`src/rtl/irq_trk_pkg.sv`:
```
package irq_trk_pkg;
  typedef enum logic [2:0] {
    OP_SET_EN   = 3'd0,
    OP_CLR_EN   = 3'd1,
    OP_SET_PEND = 3'd2,
    OP_CLR_PEND = 3'd3,
    OP_TRIG     = 3'd4
  } wr_op_e;

  function automatic int unsigned id_width(int unsigned n);
    return (n > 1) ? $clog2(n) : 1;
  endfunction
endpackage

```
`src/rtl/irq_onehot_dec.sv`:
```
module irq_onehot_dec #(
  parameter int unsigned NUM_OUT = 8,
  parameter int unsigned IDX_W   = 3
) (
  input  logic               en_i,
  input  logic [IDX_W-1:0]   idx_i,
  output logic [NUM_OUT-1:0] vec_o
);
  // out-of-range index yields an all-zero vector
  always_comb begin
    for (int i = 0; i < NUM_OUT; i++) begin
      vec_o[i] = en_i && (32'(idx_i) == i);
    end
  end
endmodule

```
`src/rtl/irq_wr_decode.sv`:
```
module irq_wr_decode
  import irq_trk_pkg::*;
#(
  parameter int unsigned NUM_LINES = 8
) (
  input  logic                 wr_valid_i,
  input  logic [2:0]           wr_op_i,
  input  logic [NUM_LINES-1:0] wr_data_i,
  output logic [NUM_LINES-1:0] en_set_o,
  output logic [NUM_LINES-1:0] en_clr_o,
  output logic [NUM_LINES-1:0] pend_set_o,
  output logic [NUM_LINES-1:0] pend_clr_o
);
  logic                 trig_en;
  logic [NUM_LINES-1:0] trig_vec;

  assign trig_en = wr_valid_i && (wr_op_i == OP_TRIG);

  irq_onehot_dec #(
    .NUM_OUT(NUM_LINES),
    .IDX_W  (NUM_LINES)
  ) u_trig_dec (
    .en_i (trig_en),
    .idx_i(wr_data_i),
    .vec_o(trig_vec)
  );

  always_comb begin
    en_set_o   = '0;
    en_clr_o   = '0;
    pend_set_o = trig_vec;
    pend_clr_o = '0;
    if (wr_valid_i) begin
      unique case (wr_op_i)
        OP_SET_EN:   en_set_o   = wr_data_i;
        OP_CLR_EN:   en_clr_o   = wr_data_i;
        OP_SET_PEND: pend_set_o = wr_data_i;
        OP_CLR_PEND: pend_clr_o = wr_data_i;
        default: ;
      endcase
    end
  end
endmodule

```
`src/rtl/irq_line_cell.sv`:
```
module irq_line_cell (
  input  logic clk_i,
  input  logic rst_ni,
  input  logic req_i,
  input  logic enter_i,
  input  logic ret_i,
  input  logic en_set_i,
  input  logic en_clr_i,
  input  logic pend_set_i,
  input  logic pend_clr_i,
  output logic en_o,
  output logic pend_o,
  output logic act_o
);
  logic req_q, rise, hw_set;
  logic en_q, pend_q, act_q;

  assign rise = req_i & ~req_q;

  // once a handler is running (or starting), only an edge or a return sample re-pends
  always_comb begin
    if (act_q || enter_i) hw_set = rise | (ret_i & req_i);
    else                  hw_set = req_i;
  end

  always_ff @(posedge clk_i or negedge rst_ni) begin
    if (!rst_ni) begin
      req_q  <= 1'b0;
      en_q   <= 1'b0;
      pend_q <= 1'b0;
      act_q  <= 1'b0;
    end else begin
      req_q  <= req_i;
      en_q   <= (en_q | en_set_i) & ~en_clr_i;
      pend_q <= (pend_q & ~pend_clr_i & ~enter_i) | hw_set | pend_set_i;
      act_q  <= (act_q & ~ret_i) | enter_i;
    end
  end

  assign en_o   = en_q;
  assign pend_o = pend_q;
  assign act_o  = act_q;
endmodule

```
`src/rtl/irq_state_tracker.sv`:
```
module irq_state_tracker
  import irq_trk_pkg::*;
#(
  parameter int unsigned NUM_LINES = 8,
  localparam int unsigned ID_W     = id_width(NUM_LINES)
) (
  input  logic                 clk_i,
  input  logic                 rst_ni,
  input  logic [NUM_LINES-1:0] req_i,
  input  logic                 wr_valid_i,
  input  logic [2:0]           wr_op_i,
  input  logic [NUM_LINES-1:0] wr_data_i,
  input  logic                 enter_i,
  input  logic [ID_W-1:0]      enter_id_i,
  input  logic                 ret_i,
  input  logic [ID_W-1:0]      ret_id_i,
  output logic [NUM_LINES-1:0] en_o,
  output logic [NUM_LINES-1:0] pend_o,
  output logic [NUM_LINES-1:0] act_o,
  output logic [NUM_LINES-1:0] cand_o,
  output logic                 cand_any_o
);
  logic [NUM_LINES-1:0] en_set, en_clr, pend_set, pend_clr;
  logic [NUM_LINES-1:0] enter_vec, ret_vec;

  irq_wr_decode #(.NUM_LINES(NUM_LINES)) u_wr_dec (
    .wr_valid_i(wr_valid_i),
    .wr_op_i   (wr_op_i),
    .wr_data_i (wr_data_i),
    .en_set_o  (en_set),
    .en_clr_o  (en_clr),
    .pend_set_o(pend_set),
    .pend_clr_o(pend_clr)
  );

  irq_onehot_dec #(.NUM_OUT(NUM_LINES), .IDX_W(ID_W)) u_enter_dec (
    .en_i (enter_i),
    .idx_i(enter_id_i),
    .vec_o(enter_vec)
  );

  irq_onehot_dec #(.NUM_OUT(NUM_LINES), .IDX_W(ID_W)) u_ret_dec (
    .en_i (ret_i),
    .idx_i(ret_id_i),
    .vec_o(ret_vec)
  );

  for (genvar g = 0; g < NUM_LINES; g++) begin : g_line
    irq_line_cell u_cell (
      .clk_i     (clk_i),
      .rst_ni    (rst_ni),
      .req_i     (req_i[g]),
      .enter_i   (enter_vec[g]),
      .ret_i     (ret_vec[g]),
      .en_set_i  (en_set[g]),
      .en_clr_i  (en_clr[g]),
      .pend_set_i(pend_set[g]),
      .pend_clr_i(pend_clr[g]),
      .en_o      (en_o[g]),
      .pend_o    (pend_o[g]),
      .act_o     (act_o[g])
    );
  end

  assign cand_o     = pend_o & en_o & ~act_o;
  assign cand_any_o = |cand_o;
endmodule

```
`config.mk`:
```
export PLATFORM = sky130hd
export DESIGN_NAME = irq_state_tracker
export DESIGN_NICKNAME = d
export VERILOG_FILES = /design/src/rtl/irq_trk_pkg.sv /design/src/rtl/irq_onehot_dec.sv /design/src/rtl/irq_wr_decode.sv /design/src/rtl/irq_line_cell.sv /design/src/rtl/irq_state_tracker.sv
export SDC_FILE = /design/constraint.sdc
export NUM_CORES = 1
export LEC_CHECK = 0
export BUFFER_PORTS_ARGS = -buffer_cell sky130_fd_sc_hd__buf_4
export CAP_MARGIN = 30
export CELL_PAD_IN_SITES_DETAIL_PLACEMENT = 0
export CELL_PAD_IN_SITES_GLOBAL_PLACEMENT = 1
export CORE_ASPECT_RATIO = 1.4
export CORE_UTILIZATION = 38
export CTS_BUF_LIST = sky130_fd_sc_hd__clkbuf_2 sky130_fd_sc_hd__clkbuf_4 sky130_fd_sc_hd__clkbuf_8
export CTS_CLUSTER_DIAMETER = 150
export DETAILED_ROUTE_END_ITERATION = 8
export GPL_TIMING_DRIVEN = 0
export PLACE_DENSITY_LB_ADDON = 0.1
export SYNTH_ARGS = -nofsm -noshare
export SYNTH_HDL_FRONTEND = slang
export SYNTH_SLANG_ARGS = --single-unit
```
`constraint.sdc`:
```
create_clock -name clk_i -period 1.36 [get_ports clk_i]
set_clock_uncertainty 0.15 [all_clocks]
set_input_delay 0.204 -clock clk_i [delete_from_list [all_inputs] [get_ports clk_i]]
set_output_delay 0.204 -clock clk_i [all_outputs]
set_load 0.03 [all_outputs]
```
Word level (Yosys, flattened, before mapping)
Cells that the tools add are included.
- input port bits: 30
- register bits: 32
- word-level logic and storage cells: 242
- output and inout bits: 33
- mux-type cells: 16
- reduce and logical (&&, ||, !) cells: 38
- equal/unequal tests: 25
- bitwise operators: 131
- operator list (cell ; number):
    8-bit two-way mux ; 8
    1-bit bitwise AND ; 48
    1-bit NOT ; 40
    1-bit bitwise OR ; 40
    8-bit by 3-bit equality test with 1-bit output, second input constant ; 4
    3-bit equality test, second input constant ; 9
    1-bit logical AND ; 25
    3-bit by 2-bit equality test with 1-bit output, second input constant ; 6
    8-bit bitwise AND ; 2
    8-bit by 2-bit equality test with 1-bit output, second input constant ; 2
    3-bit by 1-bit equality test with 1-bit output, second input constant ; 3
    3-bit logical NOT ; 3
    8-bit by 1-bit equality test with 1-bit output, second input constant ; 1
    8-bit logical NOT ; 1
    1-bit logical OR ; 8
    1-bit two-way mux ; 8
    8-bit NOT ; 1
    8-bit OR reduction ; 1

Logic depth before layout (Yosys ltp)
Gate-level depths: netlist of run 1.
- word-level depth: 8
- gate-level depth with buffers: 5

Cells and area by module
From an unflattened synthesis of run 1, not the netlist that was laid out.
- cell total of the unflattened synthesis: 204
- area, all modules: 1978.1 um^2
- modules (own cells, without submodules) (module ; area an instance (um^2) ; seq. area each (um^2) ; instances ; cells an instance):
    irq_line_cell ; 157.7 ; 100.1 ; 8 ; 13
    irq_wr_decode ; 330.3 ; 0.0 ; 1 ; 50
    irq_onehot_dec (u_enter_dec ...) ; 95.1 ; 0.0 ; 2 ; 8
    irq_state_tracker ; 98.8 ; 0.0 ; 1 ; 19
    irq_onehot_dec (u_wr_dec.u_trig_dec) ; 97.6 ; 0.0 ; 1 ; 15

Least setup slack after synthesis of run 1
No wires, ideal clock.
- kind: register to output
- start point: reg g_line[3].u_cell.act_q
- end point: out cand_any_o
- required time: 1006 ps
- path slack: -220 ps
- arrival: 1226 ps
- cell stages (with the launch flop): 4
- cells stage by stage: dfrtp_1 -> nor2_1 -> nor4_1 -> nand2_1
- longest elaborated chain between the ends: 3
- ends and longest elaborated chain (item ; RTL line ; text):
    start, declared ; irq_line_cell.sv:16 ; logic en_q, pend_q, act_q;
    start signal, assigned ; irq_line_cell.sv:36 ; act_q <= (act_q & ~ret_i) | enter_i;
    8-bit NOT ; irq_state_tracker.sv:65 ; assign cand_o = pend_o & en_o & ~act_o;
    8-bit bitwise AND ; irq_state_tracker.sv:65 ;
    net cand_o[3] ; irq_state_tracker.sv:20 ; output logic [NUM_LINES-1:0] cand_o,
    8-bit OR reduction ; irq_state_tracker.sv:66 ; assign cand_any_o = |cand_o;
    end, declared ; irq_state_tracker.sv:21 ; output logic cand_any_o
The timed path passes the listed nets, and every way through them passes these cells.

Worst setup path after layout of run 1
- start point: reg g_line[1].u_cell.en_q
- end point: out cand_any_o
- longest elaborated chain between the ends: 3
- ends and longest elaborated chain (item ; RTL line ; text):
    start, declared ; irq_line_cell.sv:16 ;
    start signal, assigned ; irq_line_cell.sv:34 ; en_q <= (en_q | en_set_i) & ~en_clr_i;
    8-bit bitwise AND (2 in series) ; irq_state_tracker.sv:65 ;
    8-bit OR reduction ; irq_state_tracker.sv:66 ;
Every way passes these cells.

==> impl_results.md, run 1 <==
- Final instance area: ~3000 µm²
- Syn Inst Count: 197
- Worst-path fanout max: 2
- Fin worst setup slack: -0.3650 ns
- Asr flop ratio synth: 100.0%
- Status: complete, but fails checks
- Synth area leader: dfrtp_1
- Min-delay worst type: in -> reg
- Maximum clock path buffer count: 2
- Final setup vio count: 13
- Die Ht: roughly 84 µm
- Syn_nets: approximately 230
- Final Critical Period: between 1.5 and 2 ns
- WL final: 5.054 mm
- Initial core utilization: approximately 40%
- Fin cells: roughly 350
- Switching share of power: ~34%
- Placed Area: 2440 µm²
- Setup slack, reg-to-reg: roughly 0.040 ns
- Yosys warnings: 0
- Layout cells sized above 1: between 50 and 60%
- Post-synthesis cell type count: 32
- PwrDens: roughly 1300 nW/µm²
- Reg-to-reg critical path endpoint: g_line[0].u_cell.pend_o
- Final Hold Slack: ~0.066 ns
- Relative slew slack: a little under three quarters
- Worst R2R Path Depth: 5
- CP Launch Type: register
- WL/cell: about 14 µm
- Drt drc: 0
- Inserted Diodes: 0
- Yosys top cell area share: 43.48%
- Comb pwr share: 44.9%
- Dpl hpwl: about 3.7 mm
- Clock power share: 23.5%
- Lkg Pwr: ~0.0015 µW
- Critical path class: reg -> out
- Post-synth EDFFs: 0
- Top cells by area, synth: dfrtp_1, buf_4, mux2i_1
- Internal Power: roughly 2600 µW
- FMAX: 579.7 MHz
- ANT nets after route: 0
- Fin util: between 60 and 70%
- Total vias in the final route: 1733
- RSZ-0062 raised after global routing: true
- Drt pass-1 iters: 6
- Switching power: between 1000 and 1500 µW
- Final critical-path share of the clock period: 126.8%
- Pin count of the biggest net entering global routing: 33
- Total track usage: 21.14%
- Hold_sp: wr_data_i[5]
- Core box area: between 4000 and 5000 µm²
- Die area: 5133 µm²
- Reg power frac: 31.6%
- Initial antenna violation count: 0
- Ys flop type: dfrtp_1
- Syn Area/Cell: slightly above 9 µm²
- Root Buffer: clkbuf_8
- Worst slew pin tran: between 0.4 and 0.5 ns
- FF+latch count, synth: 32
- Final net count: 320
- Vias in the first global route: 1646
- Hold Path Stages: 3
- Placed insts: about 320
- Vias per cell: about 4.9
- Area occupied by registers: 805.8 µm²
- Area of the mapped netlist: 1842 µm²
- Peak VDD IR: between 0.8 and 0.9 mV
- Filler cells: between 300 and 400
- DIE WIDTH: 60.84 µm
- Crit end category: output pin
- CTS buffer count: 5
- Rows: 29
- Critical R2R Launch: g_line[0].u_cell.pend_o
- Post-synthesis sequential area ratio: a little over two fifths
- H-tree Lvls: 2
- Boundary pin count: 63
- CP arrival: about 1.4 ns
- Hold Path Sink: g_line[5].u_cell.en_o
- First-pass GRT wire length: just under 8 mm
- CTS clk-pin slew, worst paths: ~0.070 ns
- Initial DRC count: a little over 70
- Port bufs: 60
- Failing checks: setup timing
- Max Cap Violations: 0
- Slew Viols, Final: 0
- Grt ovf: 0
- Final hold vios: 0
- Area Overhead vs Synth: 63.93%
- Clock sink count: 32
- Multi-input logic area: about 900 µm²
- CP required: approximately 1 ns
- Gpl congestion: ~0.81
- Worst-skew pair later-pin latency: ~0.28 ns
- TritonCTS clock tree: yes
## through the flow
stage | setup WS (ns) | power, µW | TNS, ns
CTS | -0.3641 | 3787 | -1.318
global route | -0.4227 | 4068 | -1.923
detailed placement | -0.2088 | 2573 | -1.075
global placement | -0.2153 | 2565 | -1.012
finish | -0.3650 | 3898 | -1.472
floorplan | -0.008626 | 2100 | -0.008626
## sequential cells by signal (all words and copies together) (netlist names)
register and cells:
g_line.u_cell.req_q 8, g_line.u_cell.pend_o 8, g_line.u_cell.en_o 8, g_line.u_cell.act_o 8
## what timing repair did
action | CTS | global route
hold buffers | 10 | 0
gates resized for setup | 38 | 34
endpoints found under the setup margin | 20 | 31
pin swaps | 1 | 5
buffers inserted | 14 | 17
hold endpoints to repair | 41 | 0
## Yosys cell counts, types with 3 or more instances
cell	number
buf_2	3
nor2b_1	4
a21o_1	5
buf_4	24
buf_6	3
a221o_1	8
nand2_1	32
mux2i_1	13
nor2_1	16
nand3_1	9
o21ai_0	7
o211ai_1	7
dfrtp_1	32
inv_1	6
nand4_1	3
nor2_2	5
## critical path: stages, from the launching register on
cell and delay, ns:
dfrtp_1 0.40, nand2_2 0.09, nor2_4 0.04, nor4_4 0.31, nand2_1 0.10, buf_6 0.15
## power by group through the flow
stage / Clock (µW) / Sequential (µW) / Combinational (µW)
2_1_floorplan: 0 / 1210 / 891
3_3_place_gp: 0 / 1250 / 1320
3_5_place_dp: 0 / 1250 / 1320
4_1_cts: 928 / 1230 / 1630
5_1_grt: 957 / 1250 / 1860
6_report: 915 / 1230 / 1750
## cell usage in the layout (no fill, tap or decap), types with 2 or more instances in the layout
cell / instances
buf_6: 57
o211ai_1: 7
nand3_1: 9
dfrtp_1: 28
dfrtp_2: 4
clkbuf_8: 5
nand4_1: 3
dlygate4sd3_1: 10
a221o_1: 8
mux2i_1: 13
nor2_2: 5
o21ai_0: 6
nand2_2: 8
a21o_1: 5
buf_2: 3
a21o_2: 2
nor2b_1: 4
buf_4: 46
nand2b_1: 2
nand2_1: 24
nor2_1: 8
inv_1: 6
nor2_4: 8
## metal layers
metal / wire length (µm) / up-vias / share of wire [%] / GRT usage, %
met1: 2186 / 809 / 43 / 27.88
met3: 227 / 8 / 4.5 / 3.390
li1: - / 856 / - / -
met4: 89 / 0 / 1.8 / 6.198
met2: 2551 / 60 / 50 / 34.97
met5: 0 / - / 0 / 0
## layout make-up
type | instances | area share, %
flip-flops and latches | 32 | 26.69
clock inverters | 2 | 1.160
inverters | 6 | 0.7460
clock buffers | 6 | 2.528
repair buffers | 98 | 31.29
plain buffers | 19 | 5.346
multi-input cells | 128 | 29.67
well taps | 62 | 2.569
## worst max-delay path by stage
stage | startpoint | endpoint | slack, ns
2_1_floorplan | g_line[6].u_cell.pend_o | cand_any_o | -0.009
3_3_place_gp | g_line[1].u_cell.pend_o | cand_any_o | -0.22
3_5_place_dp | g_line[1].u_cell.pend_o | cand_any_o | -0.21
4_1_cts | g_line[6].u_cell.en_o | cand_any_o | -0.36
5_1_grt | g_line[6].u_cell.en_o | cand_any_o | -0.42
6_report | g_line[1].u_cell.en_o | cand_any_o | -0.36
## logic make-up (layout without fill, tap and decap cells)
logic type	count (synthesis)	in the layout	share of synthesized area, %
AOI/OAI and AO/OA	33	33	13.52
buffers and inverters	37	131	13.86
DFF	32	32	43.48
muxes	13	13	7.065
and+or+nand+nor	82	82	22.08
Power figures use the tool's default switching activity.
==> run 2: changes to the inputs <==
--- a/config.mk
+++ b/config.mk
@@ -8,3 +8,3 @@
 export BUFFER_PORTS_ARGS = -buffer_cell sky130_fd_sc_hd__buf_4
-export CAP_MARGIN = 30
+export CAP_MARGIN = 20
 export CELL_PAD_IN_SITES_DETAIL_PLACEMENT = 0
@@ -17,3 +17,3 @@
 export GPL_TIMING_DRIVEN = 0
-export PLACE_DENSITY_LB_ADDON = 0.1
+export PLACE_DENSITY_LB_ADDON = 0.25
 export SYNTH_ARGS = -nofsm -noshare
==> constraint.sdc (replaced) <==
create_clock -name clk_i -period 1.36 [get_ports clk_i]
set_clock_uncertainty 0.15 [all_clocks]
set_input_delay 0.272 -clock clk_i [delete_from_list [all_inputs] [get_ports clk_i]]
set_output_delay 0.272 -clock clk_i [all_outputs]
set_load 0.03 [all_outputs]
==> run 2 against run 1 <==
Compared with the run above:
- the run still ends with setup timing left
- sequential share of layout area down 0.39 points
- first-iteration DRC count up 15%
- core utilization up 0.76 points
- sequential power about the same
- non-clock buffer count up 6
- global-route usage up 0.77 points
- design area up 1.2%
- critical path depth unchanged
- via count up 0.52%
- routed wire length up 3.7%
- combinational power up 5%
- cell count up 1.7%
- largest cell class unchanged
- largest power group unchanged
==> impl_results.md, run 2 (synthesized netlist as in run 1, its figures left out) <==
- Status: complete, but fails checks
- Failing checks: setup timing
- Final critical-path share of the clock period: 130.9% (+4.1 points)
- Drt pass-1 iters: 4 (-2)
- Switching power: 1347 µW (+0.62%)
- Initial antenna violation count: 0 (unchanged)
- CP Launch Type: register
- First-pass GRT wire length: 8.148 mm (+3.3%)
- Total vias in the final route: 1742 (+0.52%)
- Inserted Diodes: 0 (unchanged)
- CTS buffer count: 5 (unchanged)
- Layout cells sized above 1: 50.51% (-0.70 points)
- Initial core utilization: 39.97% (unchanged)
- WL final: 5.242 mm (+3.7%)
- Max Cap Violations: 0 (unchanged)
- PwrDens: 1244 nW/µm² (-3.6%)
- Min-delay worst type: in -> reg
- Hold_sp: wr_data_i[3]
- Reg power frac: 32.1% (+0.5 points)
- Final hold vios: 0 (unchanged)
- WL/cell: 14.60 µm (+2.0%)
- Final setup vio count: 28 (+15)
- Core box area: 4608 µm² (unchanged)
- Clock power share: 19.7% (-3.8 points)
- H-tree Lvls: 2 (unchanged)
- CTS clk-pin slew, worst paths: 0.07 ns (about the same)
- FMAX: 561.6 MHz (-3.1%)
- Post-place setup slack: -0.2661 ns (-0.05729 ns)
- Grt ovf: 0 (unchanged)
- RSZ-0062 raised after global routing: true
- Switching share of power: 35.43% (+1.1 points)
- Clock sink count: 32 (unchanged)
- Lkg Pwr: 0.001490 µW (+2.2%)
- Crit end category: output pin
- Vias per cell: 4.852 (-1.2%)
- Maximum clock path buffer count: 2 (unchanged)
- DIE WIDTH: 60.84 µm (unchanged)
- TritonCTS clock tree: yes
- Final Critical Period: 1.781 ns (+0.05564 ns)
- Die Ht: 84.38 µm (unchanged)
- CP max stage delay: 0.40 ns (about the same)
- Initial DRC count: 83 (+15%)
- Worst-skew pair later-pin latency: 0.28 ns (about the same)
- Root Buffer: clkbuf_8
- Area Overhead vs Synth: 65.83%
- Rows: 29 (unchanged)
- Vias in the first global route: 1670 (+1.5%)
- Pin count of the biggest net entering global routing: 33 (unchanged)
- Comb pwr share: 48.2% (+3.3 points)
- Dpl hpwl: 3.712 mm (+0.40%)
- Drt drc: 0 (unchanged)
- Critical path class: reg -> out
- Worst-path fanout max: 2 (unchanged)
- Most common cell after layout, fill and taps aside: buf_6
- Gpl congestion: 0.7952 (-2.2%)
- CP Cell Sequence: nand2_2 -> nor2_4 -> nor4_4 -> nand2_1 -> buf_6
- Peak VDD IR: 0.7430 mV (-15%)
- Slew Viols, Final: 0 (unchanged)
- Final net count: 326 (+1.9%)
- Worst Setup SP: g_line[2].u_cell.en_o
- Critical-path top delay cell: dfrtp_1
- Relative slew slack: 70.07% (-0.81 points)
- Port bufs: 60 (unchanged)
- Boundary pin count: 63 (unchanged)
- Fin worst setup slack: -0.4206 ns (-0.05564 ns)
- Die area: 5133 µm² (unchanged)
- Worst slew pin tran: 0.4489 ns (+0.01208 ns)
- Total track usage: 21.91% (+0.77 points)
- Commonest non-fill, non-tap cells in the layout: buf_6, buf_4, dfrtp_1
- ANT nets after route: 0 (unchanged)
- Critical R2R Launch: g_line[0].u_cell.pend_o
- CP arrival: 1.36 ns (about the same)
- CP required: 0.94 ns (-0.07 ns)
- Fin util: 66.28% (+0.76 points)
- Internal Power: 2454 µW (-4.1%)
[run 2: cell types whose count changed in the layout (fill, tap and decap cells not counted), sizes merged]
cell         previous run  this run
buf                   106       113
bufinv                  1         0
clkinv                  1         2
dlygate4sd3            10         9
[run 2: timing repair]
item,4_1_cts,5_1_grt
hold endpoints to repair,40,0
pin swaps,2,1
resized for setup,67,16
buffers inserted,24,20
hold buffers,9,0
endpoints found under the setup margin,33,34
[run 2: power by group through the flow]
stage | clock network (µW) | registers (µW) | logic, µW
2_1_floorplan | 0 | 1210 | 891
4_1_cts | 762 | 1220 | 1780
6_report | 749 | 1220 | 1830
5_1_grt | 802 | 1230 | 1960
3_5_place_dp | 0 | 1250 | 1330
3_3_place_gp | 0 | 1250 | 1320
[run 2: final timing paths]
kind	end	depth (start not counted)	slack, ns
setup / recovery	cand_any_o	5	-0.42
hold / removal	g_line[3].u_cell.en_o	2	0.08
setup reg to reg	g_line[0].u_cell.pend_o	6	-0.10
hold reg to reg	g_line[1].u_cell.en_o	2	0.40
max in group asynchronous	g_line[3].u_cell.act_o	2	0.41
min in group asynchronous	g_line[2].u_cell.en_o	2	0.33
[run 2: metal layers]
metal	vias to the layer above	GRT usage (%)	share of wire [%]
met3	8	4.468	4.9
met5	-	0	0
li1	855	-	-
met4	0	7.438	1.8
met1	826	29.08	41
met2	53	34.97	52
[run 2: layout make-up]
class / instances / area [µm²]
buffer: 16 / 142.6
clock buffer: 6 / 82.58
clock inverter: 2 / 10.01
fill: 383 / 1554
inverter: 6 / 22.52
multi-input combinational: 128 / 879.6
sequential: 32 / 803.3
tap: 62 / 77.57
timing repair buffer: 107 / 1036
[run 2: critical path, delay by kind of cell, from the launching register on]
| kind | cells | cell delay (ns) |
|---|---|---|
| and+or+nand+nor | 4 | 0.53 |
| DFF | 1 | 0.40 |
| buffers and inverters | 1 | 0.15 |
[run 2: stage by stage]
stage / cell area (µm²) / cells / hold WS (ns) / setup TNS (ns) / power [µW]
2_1_floorplan: 1912 / 197 / -0.1736 / -0.07725 / 2100
3_3_place_gp: 2440 / 319 / 0.08513 / -1.531 / 2561
3_5_place_dp: 2440 / 319 / 0.08391 / -1.574 / 2573
4_1_cts: 2999 / 352 / 0.07166 / -3.273 / 3756
5_1_grt: 3054 / 359 / 0.09151 / -4.920 / 3995
6_report: 3054 / 359 / 0.07796 / -3.748 / 3800
==> run 3: changes to the inputs <==
ABC_AREA = 1   (was not set)
CORE_UTILIZATION = 37   (was 38)
GPL_TIMING_DRIVEN = not set   (was 0)
==> run 3 against run 2 <==
Compared with the run above:
- clock power up 39%
- largest power group unchanged
- sequential power is essentially flat
- first-iteration DRC count grew 13%
- critical endpoint unchanged
- combinational power up 3%
- flip-flop and latch count unchanged
- synthesized cell count increased by 46%
- the run still ends with setup timing left
- global-route usage down 0.47 points
==> impl_results.md, run 3 <==
- Synth area leader: dfrtp_1
- ANT nets after route: 0 (unchanged)
- Filler cells: 490 (+28%)
- Syn Area/Cell: 6.964 µm² (-26%)
- Die Ht: 89.12 µm (+5.6%)
- Dpl hpwl: 4.275 mm (+15%)
- Vias per cell: 4.544 (-6.4%)
- Lkg Pwr: 0.001728 µW (+16%)
- Worst path depth: 5 (unchanged)
- Final net count: 417 (+28%)
- Initial core utilization: 38.59% (-1.4 points)
- CTS clk-pin slew, worst paths: 0.08 ns (about the same)
- Top cells by area, synth: dfrtp_1, nand2_1, nor2_1
- Commonest non-fill, non-tap cells in the layout: nand2_1, buf_4, buf_6
- Worst-skew pair later-pin latency: 0.29 ns (about the same)
- Pin count of the biggest net entering global routing: 33 (unchanged)
- Gpl congestion: 0.7470 (-6.1%)
- Synth cell count leaders: nand2_1, nor2_1, inv_1
- Crit end category: output pin
- WL final: 5.726 mm (+9.2%)
- Critical-path top delay cell: dfrtp_1
- Post-synthesis sequential area ratio: 39.93% (-3.6 points)
- Grt ovf: 0 (unchanged)
- Maximum clock path buffer count: 2 (unchanged)
- CP arrival: 1.26 ns (-0.10 ns)
- H-tree Lvls: 2 (unchanged)
- TritonCTS clock tree: yes
- Syn Inst Count: 288 (+46%)
- CP delay by family, top: simple AND/OR/NAND/NOR gates
- Asr flop ratio synth: 100.0% (unchanged)
- Max Cap Violations: 0 (unchanged)
- Ys flop type: dfrtp_1
- Placed insts: 429 (+34%)
- Most common cell in the synthesized netlist: nand2_1
- Boundary pin count: 63 (unchanged)
- Crit path capture: cand_any_o
- CP required: 0.94 ns (about the same)
- Area of the mapped netlist: 2006 µm² (+8.9%)
- First-pass GRT wire length: 9.177 mm (+13%)
- Reg-to-reg critical path endpoint: g_line[0].u_cell.pend_o
- Clock sink count: 32 (unchanged)
- Port bufs: 62 (+3.3%)
- Peak VDD IR: 0.7293 mV (-1.8%)
- Total vias in the final route: 2063 (+18%)
- Area Overhead vs Synth: 59.83%
- Critical R2R Launch: g_line[0].u_cell.act_o
- Drt pass-1 iters: 5 (+1)
- Min-delay worst type: in -> reg
- Vias in the first global route: 1970 (+18%)
- Post-synth EDFFs: 0 (unchanged)
- Root Buffer: clkbuf_8
- FMAX: 592.9 MHz (+5.6%)
- Yosys warnings: 0 (unchanged)
- Worst Setup SP: g_line[4].u_cell.en_o
- Die area: 5723 µm² (+11%)
- Final setup vio count: 23 (-18%)
- Rows: 31 (+6.9%)
- Fin worst setup slack: -0.3265 ns (+0.09409 ns)
- Post-synthesis cell type count: 17 (-47%)
- FF+latch count, synth: 32 (unchanged)
- Crit path top cell by count: nand2_2
- Critical path class: reg -> out
- Slew Viols, Final: 0 (unchanged)
- Setup slack, reg-to-reg: 0.06 ns (+0.16 ns)
- Final instance area: 3206 µm² (+5.0%)
- Worst-path fanout max: 2 (unchanged)
- Layout cells sized above 1: 40.46% (-10 points)
- Syn_nets: 318 (+40%)
- Total track usage: 21.44% (-0.47 points)
- Worst R2R Path Depth: 8 (+2)
- Initial antenna violation count: 0 (unchanged)
- Worst slew pin tran: 0.4354 ns (-0.01349 ns)
- Drt drc: 0 (unchanged)
- RSZ-0062 raised after global routing: true
- Yosys top cell area share: 39.93% (-3.6 points)
- Final Critical Period: 1.687 ns (-0.09409 ns)
- Inserted Diodes: 0 (unchanged)
- CP Cell Sequence: nand3_2 -> nand2_2 -> nor3_4 -> nand2_2 -> buf_6
- Placed Area: 2675 µm² (+9.6%)
- CTS buffer count: 5 (unchanged)
- Final critical-path share of the clock period: 124.0% (-6.9 points)
- DIE WIDTH: 64.23 µm (+5.6%)
- PwrDens: 1289 nW/µm² (+3.6%)
- Initial DRC count: 94 (+13%)
- CP Launch Type: register
- Fin cells: 454 (+26%)
- Status: complete, but fails checks
- Core box area: 5197 µm² (+13%)
- Relative slew slack: 70.97% (+0.90 points)
- WL/cell: 12.61 µm (-14%)
- Most common cell after layout, fill and taps aside: nand2_1
- Failing checks: setup timing
- Final hold vios: 0 (unchanged)
- CP max stage delay: 0.41 ns (about the same)
- Worst path bufs/invs: 1 (unchanged)
run 3: worst register-to-register path, stage by stage (launching register included):
cell and delay [ns]:
dfrtp_1 0.36, inv_2 0.05, buf_4 0.12, buf_4 0.12
buf_4 0.12, nand2_1 0.05, nand2_1 0.05, nand2_1 0.07
nand3_1 0.08
run 3: area by class of cell:
class	instances	area [µm²]	area share, %
Sequential cell	32	800.8	24.98
Inverter	53	198.9	6.206
Multi-Input combinational cell	178	893.4	27.87
Clock inverter	1	30.03	0.9368
Clock buffer	7	96.34	3.005
Timing Repair Buffer	117	1104	34.43
Tap cell	66	82.58	2.576
run 3: worst min path at each step:
stage                             from                      end  slack [ns]  cells past startpoint
after floorplan                 rst_ni   g_line[0].u_cell.act_o       -0.17                      0
final                     wr_data_i[0]  g_line[2].u_cell.pend_o        0.18                      4
after detailed placement        rst_ni   g_line[1].u_cell.act_o         0.1                      1
after CTS                 wr_data_i[0]  g_line[2].u_cell.pend_o        0.18                      4
after global placement          rst_ni   g_line[1].u_cell.act_o        0.09                      1
after global routing      wr_data_i[0]  g_line[2].u_cell.pend_o        0.20                      4
run 3: cells by family after synthesis:
kind of cell	count (synthesis)	synth area share, %
and+or+nand+nor	161	35.68
DFF	32	39.93
buffers and inverters	78	19.15
AOI/OAI and AO/OA	17	5.240
run 3: report_power, final:
part | switching [µW] | internal (µW) | leakage (µW)
Combinational | 951 | 942 | 0.00131
Clock | 394 | 647 | 0.0000645
Sequential | 109 | 1090 | 0.000352
run 3: per-stage QoR:
stage          setup TNS (ns)  setup WS (ns)  total power (µW)  hold slack (ns)  util (%)
6_report               -2.002        -0.3265              4132           0.1848     61.68
5_1_grt                -2.857        -0.3891              4337           0.1968     61.68
4_1_cts                -1.854        -0.3305              4078           0.1838     60.62
3_5_place_dp         -0.09165       -0.09165              2707          0.09548     51.47
3_3_place_gp         -0.06556       -0.06556              2692          0.09396     51.47
2_1_floorplan        -0.06222       -0.06222              2118          -0.1736         -
run 3: timing repair:
action	CTS	global route
resized for setup	69	9
endpoints found under the hold margin	40	0
pin swaps	3	2
endpoints found under the setup margin	31	31
hold buffers	9	0
buffers inserted	9	5
run 3: metal layers:
| layer | global-route usage, % | up-vias | part of all wire, % |
|---|---|---|---|
| li1 | - | 1056 | - |
| met1 | 24.76 | 949 | 41 |
| met2 | 40.43 | 51 | 54 |
| met3 | 3.316 | 7 | 3.4 |
| met4 | 6.869 | 0 | 1.8 |
| met5 | 0 | - | 0 |
